--- src/rtl/kwdt_pkg.sv ---
package kwdt_pkg;
    // Width of the tick counter and of the timeout field.
    localparam int unsigned TMO_W = 15;

    // Register word indices; software relies on these offsets.
    localparam int unsigned W_FEED = 0;
    localparam int unsigned W_TMO  = 1;
    localparam int unsigned W_DIS1 = 2;
    localparam int unsigned W_DIS2 = 3;
    localparam int unsigned W_STAT = 4;
    localparam int unsigned W_CNT  = 5;
    localparam int unsigned W_DBG  = 6;
    localparam int unsigned W_RES  = 7;
    localparam int unsigned W_EVT  = 8;
    localparam int unsigned W_MSK  = 9;
    localparam int unsigned W_FRC  = 10;

    // Keys and read codes.
    localparam logic [15:0] K_FEED    = 16'hFEED;
    localparam logic [15:0] K_ARM     = 16'h2BAD;
    localparam logic [15:0] K_KILL    = 16'hCAFE;
    localparam logic [15:0] K_RESUME  = 16'hACED;
    localparam logic [15:0] K_CLEAR   = 16'hE8B4;
    localparam logic [15:0] C_OFF     = 16'hDABE;
    localparam logic [15:0] C_EXPIRED = 16'hCFE8;
endpackage

--- src/rtl/kwdt_prescaler.sv ---
module kwdt_prescaler #(
    parameter int unsigned PRE_DIV = 500000
) (
    input  logic clk,
    input  logic rst_n,
    input  logic run_i,
    input  logic clr_i,
    output logic tick_o
);
    localparam int unsigned PW = (PRE_DIV > 2) ? $clog2(PRE_DIV) : 1;
    localparam logic [PW-1:0] LAST = PW'(PRE_DIV - 1);

    logic [PW-1:0] pre_d, pre_q;

    always_comb begin
        tick_o = run_i && (pre_q == LAST);
        pre_d  = pre_q;
        if (clr_i)       pre_d = '0;
        else if (tick_o) pre_d = '0;
        else if (run_i)  pre_d = pre_q + 1'b1;
    end

    always_ff @(posedge clk or negedge rst_n) begin
        if (!rst_n) pre_q <= '0;
        else        pre_q <= pre_d;
    end
endmodule

--- src/rtl/kwdt_core.sv ---
module kwdt_core #(
    parameter int unsigned CNT_W       = 15,
    parameter int unsigned DEF_TIMEOUT = 6000,
    parameter int unsigned RST_CYCLES  = 4
) (
    input  logic             clk,
    input  logic             rst_n,
    input  logic             tick_i,
    input  logic             feed_i,
    input  logic             ack_i,
    input  logic             force_i,
    input  logic [CNT_W-1:0] timeout_i,
    output logic [CNT_W-1:0] count_o,
    output logic             upd_o,
    output logic             evt_o,
    output logic             expire_o,
    output logic             sys_reset_o
);
    localparam int unsigned RW = $clog2(RST_CYCLES + 1);

    typedef struct packed {
        logic [CNT_W-1:0] count;
        logic             upd;
        logic             evt;
        logic [RW-1:0]    rcnt;
    } core_t;

    core_t st_d, st_q;
    logic  warn;

    always_comb begin
        st_d     = st_q;
        expire_o = tick_i && !feed_i && (st_q.count <= CNT_W'(1));
        warn     = tick_i && !feed_i && (st_q.count == CNT_W'(2));

        if (feed_i)        st_d.count = timeout_i;
        else if (expire_o) st_d.count = timeout_i;
        else if (tick_i)   st_d.count = st_q.count - 1'b1;

        st_d.upd = (st_d.count != st_q.count);

        if (warn || force_i) st_d.evt = 1'b1;
        else if (ack_i)      st_d.evt = 1'b0;

        if (expire_o)                st_d.rcnt = RW'(RST_CYCLES);
        else if (st_q.rcnt != '0)    st_d.rcnt = st_q.rcnt - 1'b1;
    end

    always_ff @(posedge clk or negedge rst_n) begin
        if (!rst_n) begin
            st_q.count <= CNT_W'(DEF_TIMEOUT);
            st_q.upd   <= 1'b0;
            st_q.evt   <= 1'b0;
            st_q.rcnt  <= '0;
        end else begin
            st_q <= st_d;
        end
    end

    assign count_o     = st_q.count;
    assign upd_o       = st_q.upd;
    assign evt_o       = st_q.evt;
    assign sys_reset_o = (st_q.rcnt != '0);
endmodule

--- src/rtl/kwdt_regs.sv ---
module kwdt_regs
    import kwdt_pkg::*;
#(
    parameter int unsigned ADDR_W      = 8,
    parameter int unsigned DEF_TIMEOUT = 6000
) (
    input  logic              clk,
    input  logic              rst_n,
    input  logic              bus_sel,
    input  logic              bus_we,
    input  logic [ADDR_W-1:0] bus_addr,
    input  logic [31:0]       bus_wdata,
    input  logic              expire_i,
    input  logic              dbg_mode_i,
    input  logic [TMO_W-1:0]  count_i,
    input  logic              upd_i,
    input  logic              evt_i,
    output logic [31:0]       bus_rdata,
    output logic [TMO_W-1:0]  timeout_o,
    output logic              enabled_o,
    output logic              timed_out_o,
    output logic              mask_o,
    output logic              dbg_en_o,
    output logic              feed_o,
    output logic              ack_o,
    output logic              force_o
);
    localparam int unsigned IW = ADDR_W - 2;

    typedef struct packed {
        logic [TMO_W-1:0] timeout;
        logic             enabled;
        logic             armed;
        logic             timed_out;
        logic             mask;
        logic             dbg_en;
    } regs_t;

    regs_t       st_d, st_q;
    logic        aligned, wr;
    logic [IW-1:0] idx;

    function automatic logic key_is(input logic [31:0] d, input logic [15:0] k);
        return d == {16'h0000, k};
    endfunction

    always_comb begin
        aligned = (bus_addr[1:0] == 2'b00);
        idx     = bus_addr[ADDR_W-1:2];
        wr      = bus_sel && bus_we && aligned;

        feed_o  = wr && (idx == IW'(W_FEED)) && key_is(bus_wdata, K_FEED);
        ack_o   = wr && (idx == IW'(W_EVT))  && bus_wdata[0];
        force_o = wr && (idx == IW'(W_FRC))  && bus_wdata[0];

        st_d = st_q;
        // Any write ends a pending disable sequence; the arming write restarts it.
        if (wr) st_d.armed = (idx == IW'(W_DIS1)) && key_is(bus_wdata, K_ARM);

        if (wr && (idx == IW'(W_TMO)))
            st_d.timeout = bus_wdata[TMO_W-1:0];

        if (wr && (idx == IW'(W_DIS2)) && key_is(bus_wdata, K_KILL) && st_q.armed)
            st_d.enabled = 1'b0;
        else if (wr && (idx == IW'(W_RES)) && key_is(bus_wdata, K_RESUME) && !st_q.enabled)
            st_d.enabled = 1'b1;

        if (expire_i)
            st_d.timed_out = 1'b1;
        else if (wr && (idx == IW'(W_STAT)) && key_is(bus_wdata, K_CLEAR))
            st_d.timed_out = 1'b0;

        if (wr && (idx == IW'(W_MSK))) st_d.mask   = bus_wdata[0];
        if (wr && (idx == IW'(W_DBG))) st_d.dbg_en = bus_wdata[0];
    end

    always_comb begin
        bus_rdata = '0;
        if (aligned) begin
            case (idx)
                IW'(W_TMO):  bus_rdata = {{(32-TMO_W){1'b0}}, st_q.timeout};
                IW'(W_DIS2): bus_rdata = {16'h0000, st_q.enabled ? 16'h0000 : C_OFF};
                IW'(W_STAT): bus_rdata = {16'h0000, st_q.timed_out ? C_EXPIRED : 16'h0000};
                IW'(W_CNT):  bus_rdata = {{(31-TMO_W){1'b0}}, upd_i, count_i};
                IW'(W_DBG):  bus_rdata = {30'd0, dbg_mode_i, st_q.dbg_en};
                IW'(W_EVT):  bus_rdata = {31'd0, evt_i};
                IW'(W_MSK):  bus_rdata = {31'd0, st_q.mask};
                default:     bus_rdata = '0;
            endcase
        end
    end

    always_ff @(posedge clk or negedge rst_n) begin
        if (!rst_n) begin
            st_q.timeout   <= TMO_W'(DEF_TIMEOUT);
            st_q.enabled   <= 1'b0;
            st_q.armed     <= 1'b0;
            st_q.timed_out <= 1'b0;
            st_q.mask      <= 1'b0;
            st_q.dbg_en    <= 1'b0;
        end else begin
            st_q <= st_d;
        end
    end

    assign timeout_o   = st_q.timeout;
    assign enabled_o   = st_q.enabled;
    assign timed_out_o = st_q.timed_out;
    assign mask_o      = st_q.mask;
    assign dbg_en_o    = st_q.dbg_en;
endmodule

--- src/rtl/kwdt_top.sv ---
module kwdt_top
    import kwdt_pkg::*;
#(
    parameter int unsigned ADDR_W      = 8,
    parameter int unsigned PRE_DIV     = 500000,
    parameter int unsigned DEF_TIMEOUT = 6000,
    parameter int unsigned RST_CYCLES  = 4
) (
    input  logic              clk,
    input  logic              rst_n,
    input  logic              bus_sel,
    input  logic              bus_we,
    input  logic [ADDR_W-1:0] bus_addr,
    input  logic [31:0]       bus_wdata,
    output logic [31:0]       bus_rdata,
    input  logic              dbg_mode_i,
    output logic              irq_o,
    output logic              sys_reset_o
);
    logic [TMO_W-1:0] timeout, count;
    logic enabled, timed_out, mask, dbg_en;
    logic feed_hit, ack_hit, force_hit;
    logic upd, evt, expire, tick, run;

    assign run   = enabled && (!dbg_mode_i || dbg_en);
    assign irq_o = evt && mask;

    kwdt_regs #(.ADDR_W(ADDR_W), .DEF_TIMEOUT(DEF_TIMEOUT)) u_regs (
        .clk(clk), .rst_n(rst_n),
        .bus_sel(bus_sel), .bus_we(bus_we), .bus_addr(bus_addr), .bus_wdata(bus_wdata),
        .expire_i(expire), .dbg_mode_i(dbg_mode_i),
        .count_i(count), .upd_i(upd), .evt_i(evt),
        .bus_rdata(bus_rdata), .timeout_o(timeout), .enabled_o(enabled),
        .timed_out_o(timed_out), .mask_o(mask), .dbg_en_o(dbg_en),
        .feed_o(feed_hit), .ack_o(ack_hit), .force_o(force_hit)
    );

    kwdt_prescaler #(.PRE_DIV(PRE_DIV)) u_pre (
        .clk(clk), .rst_n(rst_n), .run_i(run), .clr_i(feed_hit), .tick_o(tick)
    );

    kwdt_core #(.CNT_W(TMO_W), .DEF_TIMEOUT(DEF_TIMEOUT), .RST_CYCLES(RST_CYCLES)) u_core (
        .clk(clk), .rst_n(rst_n), .tick_i(tick), .feed_i(feed_hit),
        .ack_i(ack_hit), .force_i(force_hit), .timeout_i(timeout),
        .count_o(count), .upd_o(upd), .evt_o(evt), .expire_o(expire),
        .sys_reset_o(sys_reset_o)
    );
endmodule

--- config.mk ---
export PLATFORM = sky130hd
export DESIGN_NAME = kwdt_top
export DESIGN_NICKNAME = d
export VERILOG_FILES = /design/src/rtl/kwdt_pkg.sv /design/src/rtl/kwdt_prescaler.sv /design/src/rtl/kwdt_core.sv /design/src/rtl/kwdt_regs.sv /design/src/rtl/kwdt_top.sv
export SDC_FILE = /design/constraint.sdc
export NUM_CORES = 1
export LEC_CHECK = 0
export ABC_CLOCK_PERIOD_IN_PS = 3900
export BUFFER_PORTS_ARGS = -buffer_cell sky130_fd_sc_hd__buf_2
export CORE_MARGIN = 2
export CORE_UTILIZATION = 30
export DETAILED_ROUTE_END_ITERATION = 10
export GPL_ROUTABILITY_DRIVEN = 1
export HOLD_SLACK_MARGIN = 0.06
export PLACE_DENSITY = 0.49
export SETUP_SLACK_MARGIN = 0.05
export SKIP_CTS_REPAIR_TIMING = 1
export SLEW_MARGIN = 20
export SYNTH_ARGS = -nofsm -noshare
export SYNTH_HDL_FRONTEND = slang
export SYNTH_SLANG_ARGS = --single-unit
export TNS_END_PERCENT = 10
--- constraint.sdc ---
create_clock -name clk -period 3.9 [get_ports clk]
set_clock_uncertainty 0.2 [all_clocks]
set_input_delay 0.78 -clock clk [delete_from_list [all_inputs] [get_ports clk]]
set_output_delay 0.78 -clock clk [all_outputs]
set_load 0.03 [all_outputs]
Word-level counts from Yosys, hierarchy flattened:

Cells that the tools add are included.

* output and inout bits: 34
* register bits after elaboration: 59

* equal/unequal tests: 18
* reduce and logical (&&, ||, !) cells: 39
* mux-type cells: 18
* $lt $le $gt $ge: 1
* $add $sub $neg: 3

Operators by type and width (count)
* equality test 32 x 16 -> 1 bit (second input constant): 4
* one-hot mux 16 bit (7 select lines): 1
* two-way mux 19 bit: 3
* two-way mux 15 bit: 3
* equality test 32 x 14 -> 1 bit (second input constant): 1
* two-way mux 16 bit: 2
* two-way mux 32 bit: 1
* logical AND 1 bit: 26
* equality test 6 x 3 -> 1 bit (second input constant): 4
* adder 19 x 1 -> 19 bit (second input constant): 1
* equality test 19 bit (second input constant): 1
* equality test 6 x 4 -> 1 bit (second input constant): 3
* equality test 15 x 2 -> 1 bit (second input constant): 1
* less-or-equal comparator 15 x 1 -> 1 bit (second input constant): 1
* inequality test 15 bit: 1
* subtractor 15 x 1 -> 15 bit (second input constant): 1
* equality test 6 x 2 -> 1 bit (second input constant): 2
* nonzero test 2 bit: 4
* equality test 6 x 1 -> 1 bit (second input constant): 1
* logical NOT 6 bit: 1
* two-way mux 1 bit: 6
* two-way mux 3 bit: 2
* nonzero test 3 bit: 2
* logical NOT 1 bit: 3
* other kinds (3): 4

Depth between registers and ports, before layout:

* depth after elaboration: 10
* gate-level depth with buffers: 9
* gate-level depth less buffers: 8

Hierarchy:

From an unflattened synthesis, not the netlist that was laid out.

* cells, all modules: 451
* area, all modules: 4205.3 µm²

By module, submodules not included
* kwdt_regs: sequential area each 509.2 µm², times used 1, area an instance 1706.6 µm², cells each 187
* kwdt_core: sequential area each 509.2 µm², times used 1, area an instance 1426.4 µm², cells each 155
* kwdt_prescaler: sequential area each 475.5 µm², times used 1, area an instance 1054.8 µm², cells each 106
* kwdt_top: sequential area each 0.0 µm², times used 1, area an instance 17.5 µm², cells each 3

Least setup slack after synthesis:

No wires, ideal clock.

* path type: input -> output
* start: in bus_addr[5]
* end: out bus_rdata[10]
* cell stages on the path: 6
* arrival: 2.629 ns
* path slack: 0.291 ns
* path buffers: 2
* path through: buf_6 -> or4_4 -> nor2_1 -> clkbuf_1 -> a22oi_1 -> a21oi_1

* cells in the longest elaborated chain, start to end: 3
* elaborated cells on any way between the ends: 9
* classes of those cells: 7 x eq/ne; 2 x mux

Ends and longest elaborated chain
* start, declared: line kwdt_top.sv:13 `input logic [ADDR_W-1:0] bus_addr,`
* equality test 6 x 4 -> 1 bit, or another cell as far along: line kwdt_regs.sv:80 `case (idx)`
* one-hot mux 16 bit (7 select lines) (*): line kwdt_regs.sv:80
* two-way mux 32 bit (*): line kwdt_regs.sv:79 `if (aligned) begin`
* end, declared: line kwdt_top.sv:15 `output logic [31:0] bus_rdata,`

Mark *: on every way between the ends. The rest lies on a longest branch, timed or not.

Worst setup path in the final report:

* start: in bus_addr[5]
* end: out bus_rdata[14]

Same word-level chain as after synthesis.

==> reports/qor.yml <==
synthesis:
  synth_flop_cell: "sky130_fd_sc_hd__dfrtp_1"
  synth-edff-count: 0
  synth.yosys.seq_area_share_pct: 38.9
  synthArstFlopShare_pct: 100
  syn_inst: 418
  synth.avg_cell_area_sq_um: 9.19
  yosysWarningCount: 0
  yosysUniqueCellTypes: 58
  ys_seq_elements: 59
  mappedNetlistArea_sq_um: 3840
route:
  drt_first_iter_violations: 215
  drt_pre_antenna_iters: 4
  routed_wl_um: 10500
  detailroute.via_count: 3320
  drc: 0
  detail_route.wl_per_cell_um: 15.8
  routed_via_density: 5.03
  drt.antenna.violating_nets: 0
sta:
  final_sum_of_negative_setup_slack_ns: 0
  post_route_fraction_of_the_period_consumed_by_the_critical_path_pct: 91.8
  layout_min_cycle_time_ns: 3.58
  slew_at_the_pin_closest_to_its_max_slew_limit_ns: 0.925
  timing.final.max_slew_violations: 0
  worst_slew_margin_rel_pct: 37.9
  max_clock_freq_mhz: 279
  timing.final.hold_violations: 0
  rsz0062_at_grt: "false"
  setup_viol: 0
final_layout:
  finish.instance_area_sq_um: 4660
  antenna_cells: 0
  fin_nets: 534
  syn_to_final_growth_pct: 21.4
  post_route_cells_drive_above_1_share_pct: 27.0
worst_setup_path:
  worst_setup_path_end_kind: "output pin"
  critical_path_required_ns: 2.92
  timing.critical_path.fanout_max: 8
  start_kind: "primary input"
  timing_worst_setup_path_type: "in -> out"
  worstPathArrival_ns: 2.60
grt:
  antenna_violations_before_repair: 0
  met2_usage_pct: 24.8
  grt.overflow.total: 0
  grt_start_max_net_pins: 48
  use_met3_pct: 3.81
  global_route.usage.met1_pct: 22.5
  grt_most_used_layer: "met2"
  grt_first_pass_wirelength_um: 16900
  first_global_vias: 3143
  groute.usage.overall_pct: 16.0
clock_network:
  tritoncts: "done"
  clock_transition_at_the_registers_of_the_reported_paths_ns: 0.05
  cts-htree-levels: 3
  cts_buffers: 9
  max-clock-path-buffers: 2
  insertion_delay_ns: 0.33
  clkSinkCount: 59
  clock-root-buffer: "sky130_fd_sc_hd__clkbuf_16"
placement:
  place_area_sq_um: 4300
  gp_congestion: 0.883
  detailed_place_hpwl_um: 7970
  placement.io_buffers: 62
floorplanning:
  dieArea_sq_um: 13700
  core_sq_um: 12600
  i_o_pin_total: 79
  initial_core_util_pct: 30.6
  dieWidth_um: 117
  core.rowCount: 41
  fp.dieH_um: 117
run_status:
  run_status: "complete, no violations"
pwr:
  power.density_nw_per_um2: 360
  max-vdd-ir-drop_v: 0.000162
  leakagePower_nw: 2.03
job:
  timing.max_cap.violations: 0
worst_hold_path:
  worst_hold_path_type: "in -> async"
-- worst max-delay path: stages --
cell and delay, ns:
sky130_fd_sc_hd__buf_2 0.15, sky130_fd_sc_hd__nand2b_1 0.16, sky130_fd_sc_hd__or3_1 0.38, sky130_fd_sc_hd__nor3_1 0.36, sky130_fd_sc_hd__a21oi_1 0.29, sky130_fd_sc_hd__a21oi_1 0.24
sky130_fd_sc_hd__buf_2 0.23
-- synthesized netlist by cell type, types with 3 or more instances --
| cell type | count | area [sq um] |
|---|---|---|
| sky130_fd_sc_hd__a21oi_1 | 21 | 105 |
| sky130_fd_sc_hd__a221oi_1 | 4 | 35.0 |
| sky130_fd_sc_hd__a22oi_1 | 10 | 75.1 |
| sky130_fd_sc_hd__buf_2 | 5 | 25.0 |
| sky130_fd_sc_hd__buf_4 | 16 | 120 |
| sky130_fd_sc_hd__clkbuf_1 | 8 | 30.0 |
| sky130_fd_sc_hd__dfrtp_1 | 45 | 1130 |
| sky130_fd_sc_hd__dfstp_2 | 14 | 368 |
| sky130_fd_sc_hd__ha_1 | 6 | 75.1 |
| sky130_fd_sc_hd__inv_1 | 19 | 71.3 |
| sky130_fd_sc_hd__mux2_2 | 18 | 203 |
| sky130_fd_sc_hd__mux2i_1 | 4 | 40.0 |
| sky130_fd_sc_hd__nand2_1 | 30 | 113 |
| sky130_fd_sc_hd__nand2b_1 | 4 | 25.0 |
| sky130_fd_sc_hd__nand3_1 | 11 | 55.1 |
| sky130_fd_sc_hd__nand3b_1 | 3 | 22.5 |
| sky130_fd_sc_hd__nand4_1 | 12 | 75.1 |
| sky130_fd_sc_hd__nor2_1 | 39 | 146 |
| sky130_fd_sc_hd__nor3_1 | 23 | 115 |
| sky130_fd_sc_hd__nor4_1 | 14 | 87.6 |
| sky130_fd_sc_hd__nor4bb_1 | 5 | 50.1 |
| sky130_fd_sc_hd__o21ai_0 | 15 | 75.1 |
| sky130_fd_sc_hd__o31ai_1 | 3 | 22.5 |
| sky130_fd_sc_hd__or4_1 | 3 | 22.5 |
| sky130_fd_sc_hd__xnor2_1 | 30 | 263 |
| sky130_fd_sc_hd__xor2_1 | 13 | 114 |
-- final timing paths --
path	startpoint	endpoint	slack, ns	cells past startpoint
setup / recovery	bus_addr[5]	bus_rdata[14]	0.32	7
hold / removal	rst_n	u_pre.pre_q[8]$_DFFE_PN0P_	0.27	1
setup reg to reg	u_core.count_o[7]$_DFF_PN0_	u_core.upd_o$_DFF_PN0_	0.79	7
hold reg to reg	u_regs.timeout_o[8]$_DFFE_PN1P_	u_core.count_o[8]$_DFF_PN1_	0.32	2
max in group asynchronous	rst_n	u_regs.timeout_o[4]$_DFFE_PN1P_	2.53	2
min in group clk	u_regs.timeout_o[8]$_DFFE_PN1P_	u_core.count_o[8]$_DFF_PN1_	0.32	2
-- registers in the layout, summed over array words and instances (netlist names) --
name / count
u_core.count_o: 15
u_core.evt_o: 1
u_core.st_q: 3
u_core.upd_o: 1
u_pre.pre_q: 19
u_regs.dbg_en_o: 1
u_regs.enabled_o: 1
u_regs.mask_o: 1
u_regs.st_q: 1
u_regs.timed_out_o: 1
u_regs.timeout_o: 15
-- report_power, final --
group | leakage, nW | total, W | switching, W | internal (W)
clock | 0.179 | 0.000953 | 0.000278 | 0.000675
combinational | 1.09 | 0.0000960 | 0.0000648 | 0.0000312
sequential | 0.762 | 0.000628 | 0.00000756 | 0.000621
-- per-layer routing --
metal	up-vias	part of all wire, %
met5	-	0
met4	0	1.0
met3	13	5.0
met2	98	48
met1	1602	46
li1	1607	-
-- placed cells by master, fill, tap and decap left out, types with 4 or more instances in the layout --
master / instances
sky130_fd_sc_hd__xor2_1: 13
sky130_fd_sc_hd__mux2_2: 18
sky130_fd_sc_hd__nand3_1: 11
sky130_fd_sc_hd__a21oi_1: 21
sky130_fd_sc_hd__ha_1: 6
sky130_fd_sc_hd__xnor2_1: 30
sky130_fd_sc_hd__mux2i_1: 4
sky130_fd_sc_hd__a221oi_1: 4
sky130_fd_sc_hd__inv_1: 19
sky130_fd_sc_hd__clkbuf_16: 9
sky130_fd_sc_hd__dfstp_2: 14
sky130_fd_sc_hd__nor4bb_1: 5
sky130_fd_sc_hd__nor3_1: 23
sky130_fd_sc_hd__nor2_1: 39
sky130_fd_sc_hd__dfrtp_1: 45
sky130_fd_sc_hd__conb_1: 16
sky130_fd_sc_hd__nand4_1: 12
sky130_fd_sc_hd__buf_4: 10
sky130_fd_sc_hd__buf_2: 61
sky130_fd_sc_hd__nand2b_1: 4
sky130_fd_sc_hd__a22oi_1: 10
sky130_fd_sc_hd__nand2_1: 30
sky130_fd_sc_hd__nor4_1: 14
sky130_fd_sc_hd__o21ai_0: 15
-- cell type report --
cell class / instances / area (sq um)
fill: 1320 / 7900
multi-input combinational: 323 / 2140
sequential: 59 / 1490
timing repair buffer: 71 / 380
clock buffer: 12 / 267
tap: 172 / 215
clock inverter: 4 / 95.1
inverter: 19 / 71.3
-- cells by family after synthesis --
logic type / Yosys count / share of synthesized area [%]
multiplexers: 22 / 6.32
other: 1 / 0.0976
XOR/XNOR: 43 / 9.80
AO/OA/AOI/OAI: 73 / 12.7
AND/OR/NAND/NOR: 163 / 23.3
flip-flops: 59 / 38.9
buffers and inverters: 51 / 6.91
adder cells (fa/ha/maj): 6 / 1.95
-- through the flow --
step / setup slack, ns / hold WS, ns / total power, W / instances / utilization [%]
2_1_floorplan: 0.291 / 0.272 / 0.000693 / 433 / -
3_3_place_gp: 0.392 / 0.296 / 0.000734 / 644 / 34.2
3_5_place_dp: 0.354 / 0.304 / 0.000735 / 644 / 34.2
4_1_cts: 0.348 / 0.292 / 0.00170 / 660 / 37.1
5_1_grt: 0.163 / 0.313 / 0.00174 / 660 / 37.1
6_report: 0.320 / 0.268 / 0.00168 / 660 / 37.1
No activity file was read; power rests on OpenSTA's default activity.
